**config.mk**
```make
export PLATFORM = sky130hd
export DESIGN_NAME = acc_cpu_core
export DESIGN_NICKNAME = d
export VERILOG_FILES = /design/src/rtl/acc_cpu_pkg.sv /design/src/rtl/acc_cpu_ctrl.sv /design/src/rtl/acc_cpu_datapath.sv /design/src/rtl/acc_cpu_core.sv
export SDC_FILE = /design/constraint.sdc
export NUM_CORES = 1
export LEC_CHECK = 0
export BUFFER_PORTS_ARGS = -buffer_cell sky130_fd_sc_hd__buf_4
export CELL_PAD_IN_SITES_DETAIL_PLACEMENT = 0
export CELL_PAD_IN_SITES_GLOBAL_PLACEMENT = 2
export CORE_UTILIZATION = 40
export DETAILED_ROUTE_END_ITERATION = 6
export PLACE_DENSITY = 0.95
export RECOVER_POWER = 50
export SYNTH_ARGS = -nofsm -noshare
export SYNTH_HDL_FRONTEND = slang
export SYNTH_HIERARCHICAL = 1
export SYNTH_SLANG_ARGS = --single-unit
export TNS_END_PERCENT = 100
```
**constraint.sdc**
```tcl
create_clock -name clk -period 8.4 [get_ports clk]
set_input_delay 1.26 -clock clk [delete_from_list [all_inputs] [get_ports clk]]
set_output_delay 1.26 -clock clk [all_outputs]
set_load 0.01 [all_outputs]
```
**src/rtl/acc_cpu_pkg.sv**
```systemverilog
package acc_cpu_pkg;
  localparam int WORD_W = 16;
  localparam int ADDR_W = 12;
  localparam int OPC_W  = 4;
  localparam int IO_W   = 8;
  localparam int OPC_LSB = WORD_W - OPC_W;
  localparam int ST_W   = 4;

  typedef enum logic [OPC_W-1:0] {
    OP_HALT, OP_LOAD, OP_STORE, OP_ADD, OP_SUB, OP_IN, OP_OUT, OP_CALL,
    OP_SKIP, OP_JUMP, OP_CLR, OP_ADDIND, OP_JUMPIND, OP_LOADIND, OP_ADDIMM, OP_SUBIMM
  } opcode_e;

  typedef enum logic [ST_W-1:0] {
    S_F0, S_F1, S_F2, S_F3, S_EXEC,
    S_RD_WAIT, S_RD_CAP, S_RD_USE,
    S_IND_WAIT, S_IND_CAP, S_IND_USE,
    S_WR, S_CALL_WR, S_CALL_SUM, S_CALL_JMP, S_HALT
  } state_e;

  function automatic logic [WORD_W-1:0] zext_addr(input logic [ADDR_W-1:0] a);
    return {{(WORD_W-ADDR_W){1'b0}}, a};
  endfunction

  function automatic logic [WORD_W-1:0] wrap_add(input logic [WORD_W-1:0] a,
                                                 input logic [WORD_W-1:0] b);
    return a + b;
  endfunction

  function automatic logic [WORD_W-1:0] wrap_sub(input logic [WORD_W-1:0] a,
                                                 input logic [WORD_W-1:0] b);
    return a - b;
  endfunction

  // 00: negative, 01: zero, 10: positive, 11: never
  function automatic logic skip_hit(input logic [1:0] cond, input logic [WORD_W-1:0] acc);
    logic is_neg, is_zero;
    is_neg  = acc[WORD_W-1];
    is_zero = (acc == '0);
    case (cond)
      2'b00:   return is_neg;
      2'b01:   return is_zero;
      2'b10:   return !is_neg && !is_zero;
      default: return 1'b0;
    endcase
  endfunction
endpackage

```
**src/rtl/acc_cpu_ctrl.sv**
```systemverilog
module acc_cpu_ctrl
  import acc_cpu_pkg::*;
(
  input  logic    clk,
  input  logic    rst_n,
  input  opcode_e op,
  output state_e  st,
  output logic    halted
);
  state_e st_nx;

  always_comb begin
    st_nx = st;
    case (st)
      S_F0: st_nx = S_F1;
      S_F1: st_nx = S_F2;
      S_F2: st_nx = S_F3;
      S_F3: st_nx = S_EXEC;
      S_EXEC: begin
        case (op)
          OP_HALT:  st_nx = S_HALT;
          OP_LOAD, OP_ADD, OP_SUB, OP_ADDIND, OP_JUMPIND, OP_LOADIND: st_nx = S_RD_WAIT;
          OP_STORE: st_nx = S_WR;
          OP_CALL:  st_nx = S_CALL_WR;
          default:  st_nx = S_F0;
        endcase
      end
      S_RD_WAIT:  st_nx = S_RD_CAP;
      S_RD_CAP:   st_nx = S_RD_USE;
      S_RD_USE:   st_nx = (op == OP_ADDIND || op == OP_LOADIND) ? S_IND_WAIT : S_F0;
      S_IND_WAIT: st_nx = S_IND_CAP;
      S_IND_CAP:  st_nx = S_IND_USE;
      S_IND_USE:  st_nx = S_F0;
      S_WR:       st_nx = S_F0;
      S_CALL_WR:  st_nx = S_CALL_SUM;
      S_CALL_SUM: st_nx = S_CALL_JMP;
      S_CALL_JMP: st_nx = S_F0;
      S_HALT:     st_nx = S_HALT;
      default:    st_nx = S_F0;
    endcase
  end

  always_ff @(posedge clk or negedge rst_n) begin
    if (!rst_n) st <= S_F0;
    else        st <= st_nx;
  end

  assign halted = (st == S_HALT);
endmodule

```
**src/rtl/acc_cpu_datapath.sv**
```systemverilog
module acc_cpu_datapath
  import acc_cpu_pkg::*;
(
  input  logic              clk,
  input  logic              rst_n,
  input  state_e            st,
  input  logic [WORD_W-1:0] mem_rdata,
  input  logic [IO_W-1:0]   in_data,
  output logic [ADDR_W-1:0] mar_o,
  output logic [WORD_W-1:0] mbr_o,
  output logic [IO_W-1:0]   out_o,
  output opcode_e           op_o
);
  logic [ADDR_W-1:0] pc, mar;
  logic [WORD_W-1:0] ir, mbr, ac;
  logic [IO_W-1:0]   out_q;
  logic [ADDR_W-1:0] fld_x;
  logic [1:0]        skip_cond;
  opcode_e           op;

  assign op        = opcode_e'(ir[WORD_W-1:OPC_LSB]);
  assign fld_x     = ir[ADDR_W-1:0];
  assign skip_cond = ir[ADDR_W-1:ADDR_W-2];

  always_ff @(posedge clk or negedge rst_n) begin
    if (!rst_n) begin
      pc <= '0; mar <= '0; ir <= '0; mbr <= '0; ac <= '0; out_q <= '0;
    end else begin
      case (st)
        S_F0: mar <= pc;
        S_F1: pc  <= pc + 1'b1;
        S_F2: mbr <= mem_rdata;
        S_F3: ir  <= mbr;
        S_EXEC: begin
          case (op)
            OP_LOAD, OP_ADD, OP_SUB, OP_ADDIND, OP_JUMPIND, OP_LOADIND: mar <= fld_x;
            OP_STORE:  begin mar <= fld_x; mbr <= ac; end
            OP_IN:     ac <= {{(WORD_W-IO_W){1'b0}}, in_data};
            OP_OUT:    out_q <= ac[IO_W-1:0];
            OP_CALL:   begin mar <= fld_x; mbr <= zext_addr(pc); end
            OP_SKIP:   if (skip_hit(skip_cond, ac)) pc <= pc + 1'b1;
            OP_JUMP:   pc <= fld_x;
            OP_CLR:    ac <= '0;
            OP_ADDIMM: ac <= wrap_add(ac, zext_addr(fld_x));
            OP_SUBIMM: ac <= wrap_sub(ac, zext_addr(fld_x));
            default: ;
          endcase
        end
        S_RD_CAP:  mbr <= mem_rdata;
        S_RD_USE: begin
          case (op)
            OP_LOAD:    ac  <= mbr;
            OP_ADD:     ac  <= wrap_add(ac, mbr);
            OP_SUB:     ac  <= wrap_sub(ac, mbr);
            OP_JUMPIND: pc  <= mbr[ADDR_W-1:0];
            OP_ADDIND, OP_LOADIND: mar <= mbr[ADDR_W-1:0];
            default: ;
          endcase
        end
        S_IND_CAP: mbr <= mem_rdata;
        S_IND_USE: ac  <= (op == OP_ADDIND) ? wrap_add(ac, mbr) : mbr;
        S_CALL_WR: begin mbr <= zext_addr(fld_x); ac <= WORD_W'(1); end
        S_CALL_SUM: ac <= wrap_add(ac, mbr);
        S_CALL_JMP: pc <= ac[ADDR_W-1:0];
        default: ;
      endcase
    end
  end

  assign mar_o = mar;
  assign mbr_o = mbr;
  assign out_o = out_q;
  assign op_o  = op;


  fetch_pc_chk: assert property (@(posedge clk) disable iff (!rst_n)
    (st == S_EXEC) |-> (pc == mar + 1'b1));

  skip_never_chk: assert property (@(posedge clk) disable iff (!rst_n)
    (st == S_EXEC && op == OP_SKIP && skip_cond == 2'b11) |=> (pc == $past(pc)));

  call_ret_chk: assert property (@(posedge clk) disable iff (!rst_n)
    (st == S_CALL_WR) |-> (mbr == zext_addr(pc)));

  call_tgt_chk: assert property (@(posedge clk) disable iff (!rst_n)
    (st == S_CALL_JMP) |=> (pc == mar + 1'b1));

  out_only_chk: assert property (@(posedge clk) disable iff (!rst_n)
    !$stable(out_q) |-> $past(st == S_EXEC && op == OP_OUT));
endmodule

```
**src/rtl/acc_cpu_core.sv**
```systemverilog
module acc_cpu_core
  import acc_cpu_pkg::*;
(
  input  logic              clk,
  input  logic              rst_n,
  output logic [ADDR_W-1:0] mem_addr,
  output logic [WORD_W-1:0] mem_wdata,
  output logic              mem_we,
  input  logic [WORD_W-1:0] mem_rdata,
  input  logic [IO_W-1:0]   in_data,
  output logic [IO_W-1:0]   out_data,
  output logic              halted
);
  state_e  st;
  opcode_e op;

  acc_cpu_ctrl u_ctrl (
    .clk(clk), .rst_n(rst_n), .op(op), .st(st), .halted(halted)
  );

  acc_cpu_datapath u_dp (
    .clk(clk), .rst_n(rst_n), .st(st), .mem_rdata(mem_rdata), .in_data(in_data),
    .mar_o(mem_addr), .mbr_o(mem_wdata), .out_o(out_data), .op_o(op)
  );

  assign mem_we = (st == S_WR) || (st == S_CALL_WR);


  halt_sticky_chk: assert property (@(posedge clk) disable iff (!rst_n)
    halted |=> (halted && !mem_we && $stable(out_data)));

  wr_single_chk: assert property (@(posedge clk) disable iff (!rst_n)
    mem_we |=> !mem_we);

  reset_quiet_chk: assert property (@(posedge clk) disable iff (!rst_n)
    $rose(rst_n) |-> (!halted && !mem_we));
endmodule

```
; ---- Yosys cells after proc, flatten, opt, wreduce, memory -nomap -nowiden
; Memory sizes are Yosys's and may differ from the RTL's.
; Cells that the tools add are included.
[classes]
n_addsub = 5
n_mux = 18
reduce_logical = 21
n_eq_ne = 40
[op_table]
columns = operator, n
row1 = 16-bit case mux with 3 select lines, 2
row2 = 16-bit case mux with 5 select lines, 1
row3 = "4-bit == test, second input constant", 16
row4 = 16-bit case mux with 4 select lines, 1
row5 = 4-bit case mux with 14 select lines, 1
row6 = 12-bit two-way mux, 4
row7 = 12-bit case mux with 4 select lines, 1
row8 = 12-bit case mux with 3 select lines, 1
row9 = "4-bit by 3-bit == test with 1-bit output, second input constant", 8
row10 = 16-bit case mux with 2 select lines, 1
row11 = 12-bit case mux with 2 select lines, 1
row12 = 16-bit by 12-bit adder with 16-bit output, 1
row13 = 16-bit adder, 1
row14 = "4-bit by 2-bit == test with 1-bit output, second input constant", 4
row15 = 16-bit zero test, 1
row16 = 16-bit two-way mux, 1
row17 = 16-bit by 12-bit subtractor with 16-bit output, 1
row18 = 16-bit subtractor, 1
row19 = "12-bit by 1-bit adder with 12-bit output, second input constant", 1
row20 = "4-bit by 1-bit == test with 1-bit output, second input constant", 2
row21 = 8-bit OR reduction, 1
row22 = "3-bit by 1-bit inequality test with 1-bit output, second input constant", 2
row23 = 3-bit AND reduction, 2
row24 = 3-bit nonzero test, 2
row25 = other kinds (21), 27
[word_totals]
regBits = 84
output_inout_bits = 38
mem_count = 1
input_bits = 26
rom_bits = 64
[mem_list]
columns = memory, depth, word_bits, read_ports, rd_clocked_by_memory_dff, write_ports, line_no
row1 = (no name shown), 16, 4, 1, 0, 0, acc_cpu_ctrl.sv:20  ; case (op)

; ---- Logic depth before layout (Yosys ltp)
[logic_depth]
word_depth = 9
depth_mapped = 17

; ---- Modules after synthesis
; Netlist, hierarchy kept.
[by_module_without_submodules]
columns = mod, n_inst, cells_each, area_each_um2
row1 = acc_cpu_datapath, 1, 897, 7338.3
row2 = acc_cpu_ctrl, 1, 50, 386.6
row3 = acc_cpu_core, 1, 3, 25.0

; ---- Worst setup path after synthesis
; No wires, ideal clock.
[synth_path]
path_type = register to register
startpoint = register u_dp.ir[3]
endpoint = register u_dp.ac[15]
path_stages_with_launch = 15
n_path_buf = 1
arrival_time_ps = 3401
path_slack_ps = 4879
required_time_ps = 8280
path_cell_list = dfrtp_1 buf_2 or4_4 or3b_4 o21ai_0 xor2_1 ha_1 a21oi_1 o21ai_0 a21oi_1 a21boi_0 o311a_1 a211oi_1 nand4_1 and3_1
[synth_between]
elab_chain_cells = 3
word_cells_on_any_way = 4
cone_classes = 2 x add/sub / 2 x mux
[synth_rtl]
columns = element, line_no
row1 = start: declaration, acc_cpu_datapath.sv:15  ; logic [WORD_W-1:0] ir, mbr, ac;
row2 = start signal: assignment, acc_cpu_datapath.sv:33  ; S_F3: ir <= mbr;
row3 = 16-bit by 12-bit subtractor with 16-bit output / 16-bit by 12-bit adder with 16-bit output (equally long branches), "acc_cpu_pkg.sv:32, acc_cpu_pkg.sv:27"
row4 = 16-bit case mux with 4 select lines (*), acc_cpu_datapath.sv:35  ; case (op)
row5 = 16-bit case mux with 5 select lines (*), acc_cpu_datapath.sv:29  ; case (st)
row6 = end signal: assignment, acc_cpu_datapath.sv:38  ; OP_IN: ac <= {{(WORD_W-IO_W){1'b0}}, in_data};
row7 = end signal: assignment, acc_cpu_datapath.sv:44  ; OP_ADDIMM: ac <= wrap_add(ac, zext_addr(fld_x));
row8 = end signal: assignment, acc_cpu_datapath.sv:45  ; OP_SUBIMM: ac <= wrap_sub(ac, zext_addr(fld_x));
row9 = end: declaration, acc_cpu_datapath.sv:15
; Mark *: on every way between the ends. The rest lies on a longest branch, timed or not.
; A chain may end at the register's enable or synchronous reset.

==> results.tsv <==
stage	metric	value	unit
global_routing	antenna_found_initial	0	
logic_synthesis	synth_nets	1031	
logic_synthesis	yosysUniqueCellTypes	92	
floorplan	fp.dieArea	19940	um^2
setup_path	r2r-start	u_dp/ir[14]$_DFFE_PN0N_	
floorplan	start_util	0.4116	
timing	post-route-min-period	4979	ps
setup_path	cpPeakStageDelay	2130	ps
route	routedWlPerCell	22.47	um
clock_network	ctsHoldBuffers	0	
timing	fmax	200.8	MHz
setup_path	cp-end-kind	async pin	
clock_network	cts_sinks	84	
global_routing	overflow	0	
worst_hold_path	worstHoldStart	u_dp/out_o[0]$_DFFE_PN0P_	
layout	layout_commonest_cell	nor2_1	
logic_synthesis	synth_area	7750	um^2
setup_path	worstPathCellList	clkbuf_1 -> clkbuf_1	
setup_path	crit_required	8230	ps
clock_network	cts_tree	done	
timing	fin_setup_tns	0	ps
placement	port_buffers	63	
placement	pre_cts_slack	4184	ps
route	via_count	7689	
setup_path	critPathKind	in2async	
clock_network	clk_latency	360	ps
timing	worst_pin_slew	2885	ps
timing	setup_ws	3421	ps
route	drt_iter0_markers	845	
logic_synthesis	netlist.area_leader.share	0.2712	
timing	fin_skew	15.08	ps
route	totalWireLength	27730	um
clock_network	post_cts_resize_count	0	
route	drc	0	
global_routing	track_usage	0.2794	
timing	hold_viol	0	
setup_path	path_max_fanout	51	
logic_synthesis	avgSynthCellArea	8.158	um^2
layout	antenna_cells	0	
setup_path	worst-path-stages	2	
logic_synthesis	yosysTopAreaCell	dfrtp_1	
floorplan	core	18830	um^2
layout	nFillCells	1914	
global_routing	grt_max_degree	52	
global_routing	grt_pass1_vias	6860	
job	drv_cap	2	
floorplan	die_h	141.2	um
floorplan	num_rows	50	
floorplan	die_x	141.2	um
route	viasPerCell	6.231	
timing	maxSlewViolCount	87	
clock_network	cts_max_level	3	
setup_path	start_kind	input pin	
status	status	finished, violations left	
clock_network	cts_root_buf	clkbuf_16	
timing	setup_viol	0	
status	violations	max-capacitance violations, max-slew violations	
placement	dpl.hpwl	20660	um
setup_path	worst-path-buf-inv	2	
setup_path	arrival	4810	ps
logic_synthesis	yosys_warnings	6	
layout	nNetsFinal	1051	
layout	drive_gt1_frac	0.1407	
route	ant_nets	0	
timing	rsz0062_at_grt	no	
setup_path	startpoint	rst_n	
global_routing	grt_pass1_wl	41890	um
logic_synthesis	synth-async-reset-ratio	1.000	
clock_network	cts_inserted_buffers	9	
timing	slew_headroom	-0.9232	
layout	mostFrequentLayoutCells	100 x nor2_1, 90 x a21oi_1, 86 x nand2_1	
route	firstDrtPassIters	7	
setup_path	critical_path.top_delay_family	buffers and inverters	
logic_synthesis	syn-instance-count	950	
clock_network	clk_pin_slew	60	ps
logic_synthesis	synth_area_leaders	dfrtp_1 27%, ha_1 8.4%, a21oi_1 5.8%	
setup_path	reg2reg_slack	4160	ps
clock_network	post_cts_buffers	0	
setup_path	endpoint	u_dp/ir[1]$_DFFE_PN0N_	
logic_synthesis	synth_edf_count	0	
setup_path	r2r-end	u_dp/ac[15]$_DFFE_PN0P_	
setup_path	reg2reg_depth	13	
setup_path	slowest_stage	clkbuf_1	
timing	timing.final.crit_share	0.5928	
logic_synthesis	synth-seq-cells	84	
setup_path	cpMostUsedCell	clkbuf_1	
logic_synthesis	synth_flop_cell	dfrtp_1	
clock_network	cts.path.max_buffers	2	
layout	area_growth	10.49	%
logic_synthesis	ys_seq_area_frac	0.2712	
worst_hold_path	hold_class	reg2reg	
placement	gp_congestion	1.003	
floorplan	pin_count	64	
flip-flops by register name, indices dropped and copies added (netlist names):
| register | count |
|---|---|
| u_dp/mar_o | 12 |
| u_dp/ir | 16 |
| u_dp/pc | 12 |
| u_dp/mbr_o | 16 |
| u_ctrl/st | 4 |
| u_dp/out_o | 8 |
| u_dp/ac | 16 |
stage by stage:
stage          utilization  cell area, um^2  cells  hold WS [ps]
2_1_floorplan            -             7750    950         510.2
5_1_grt             0.4548             8563   1234         505.5
3_3_place_gp        0.4401             8288   1219         468.3
4_1_cts             0.4556             8579   1234         488.2
3_5_place_dp        0.4401             8288   1219         473.7
6_report            0.4548             8563   1234         481.6
cells by family (layout without fill, tap and decap cells):
logic type,count (synthesis),in the layout,synth area share
AND/OR/NAND/NOR,302,302,0.1889
multiplexers,33,33,0.04746
buffers and inverters,106,130,0.06539
adder cells (fa/ha/maj),55,55,0.09170
AO/OA/AOI/OAI,333,333,0.2935
XOR/XNOR,37,37,0.04181
flip-flops,84,84,0.2712
worst min-delay path, cell delays in order (launching register included):
cell and delay, ps:
dfrtp_1 340, nand2_1 50, o21ai_0 60
cell usage after synthesis, drive strengths merged, types with 20 or more instances:
cell type / number
ha: 52
o21ai: 72
buf: 29
nor2: 101
clkbuf: 35
inv: 42
a221oi: 26
nor3: 22
mux2: 30
dfrtp: 84
nand2: 86
a21oi: 92
xnor2: 20
cell type report:
| class | instances | area [um^2] | area share |
|---|---|---|---|
| Timing Repair Buffer | 73 | 536.8 | 0.06268 |
| Clock buffer | 9 | 225.2 | 0.02630 |
| Sequential cell | 84 | 2102 | 0.2455 |
| Tap cell | 260 | 325.3 | 0.03799 |
| Multi-Input combinational cell | 760 | 5150 | 0.6014 |
| Clock inverter | 6 | 66.31 | 0.007744 |
| Inverter | 42 | 157.7 | 0.01841 |
metal layers:
metal | wire (um) | vias to the layer above | track usage
li1 | - | 3560 | -
met1 | 12890 | 3705 | 0.4037
met2 | 11830 | 377 | 0.4171
met3 | 2353 | 47 | 0.06148
met4 | 660 | 0 | 0.07208
met5 | 0 | - | 0
how the worst min path moves through the flow:
stage / end / depth (start not counted) / slack, ps
floorplan: u_dp/pc[11]$_DFFE_PN0P_ / 2 / 510
global placement: u_dp/out_o[0]$_DFFE_PN0P_ / 2 / 470
detailed placement: u_dp/out_o[0]$_DFFE_PN0P_ / 2 / 470
CTS: u_dp/out_o[0]$_DFFE_PN0P_ / 2 / 490
global route: u_dp/out_o[0]$_DFFE_PN0P_ / 2 / 510
finish: u_dp/out_o[0]$_DFFE_PN0P_ / 2 / 480
Power is left out: the tool's default activity adds up to more than one toggle a clock period on the data nets, which glitch-free logic cannot reach.
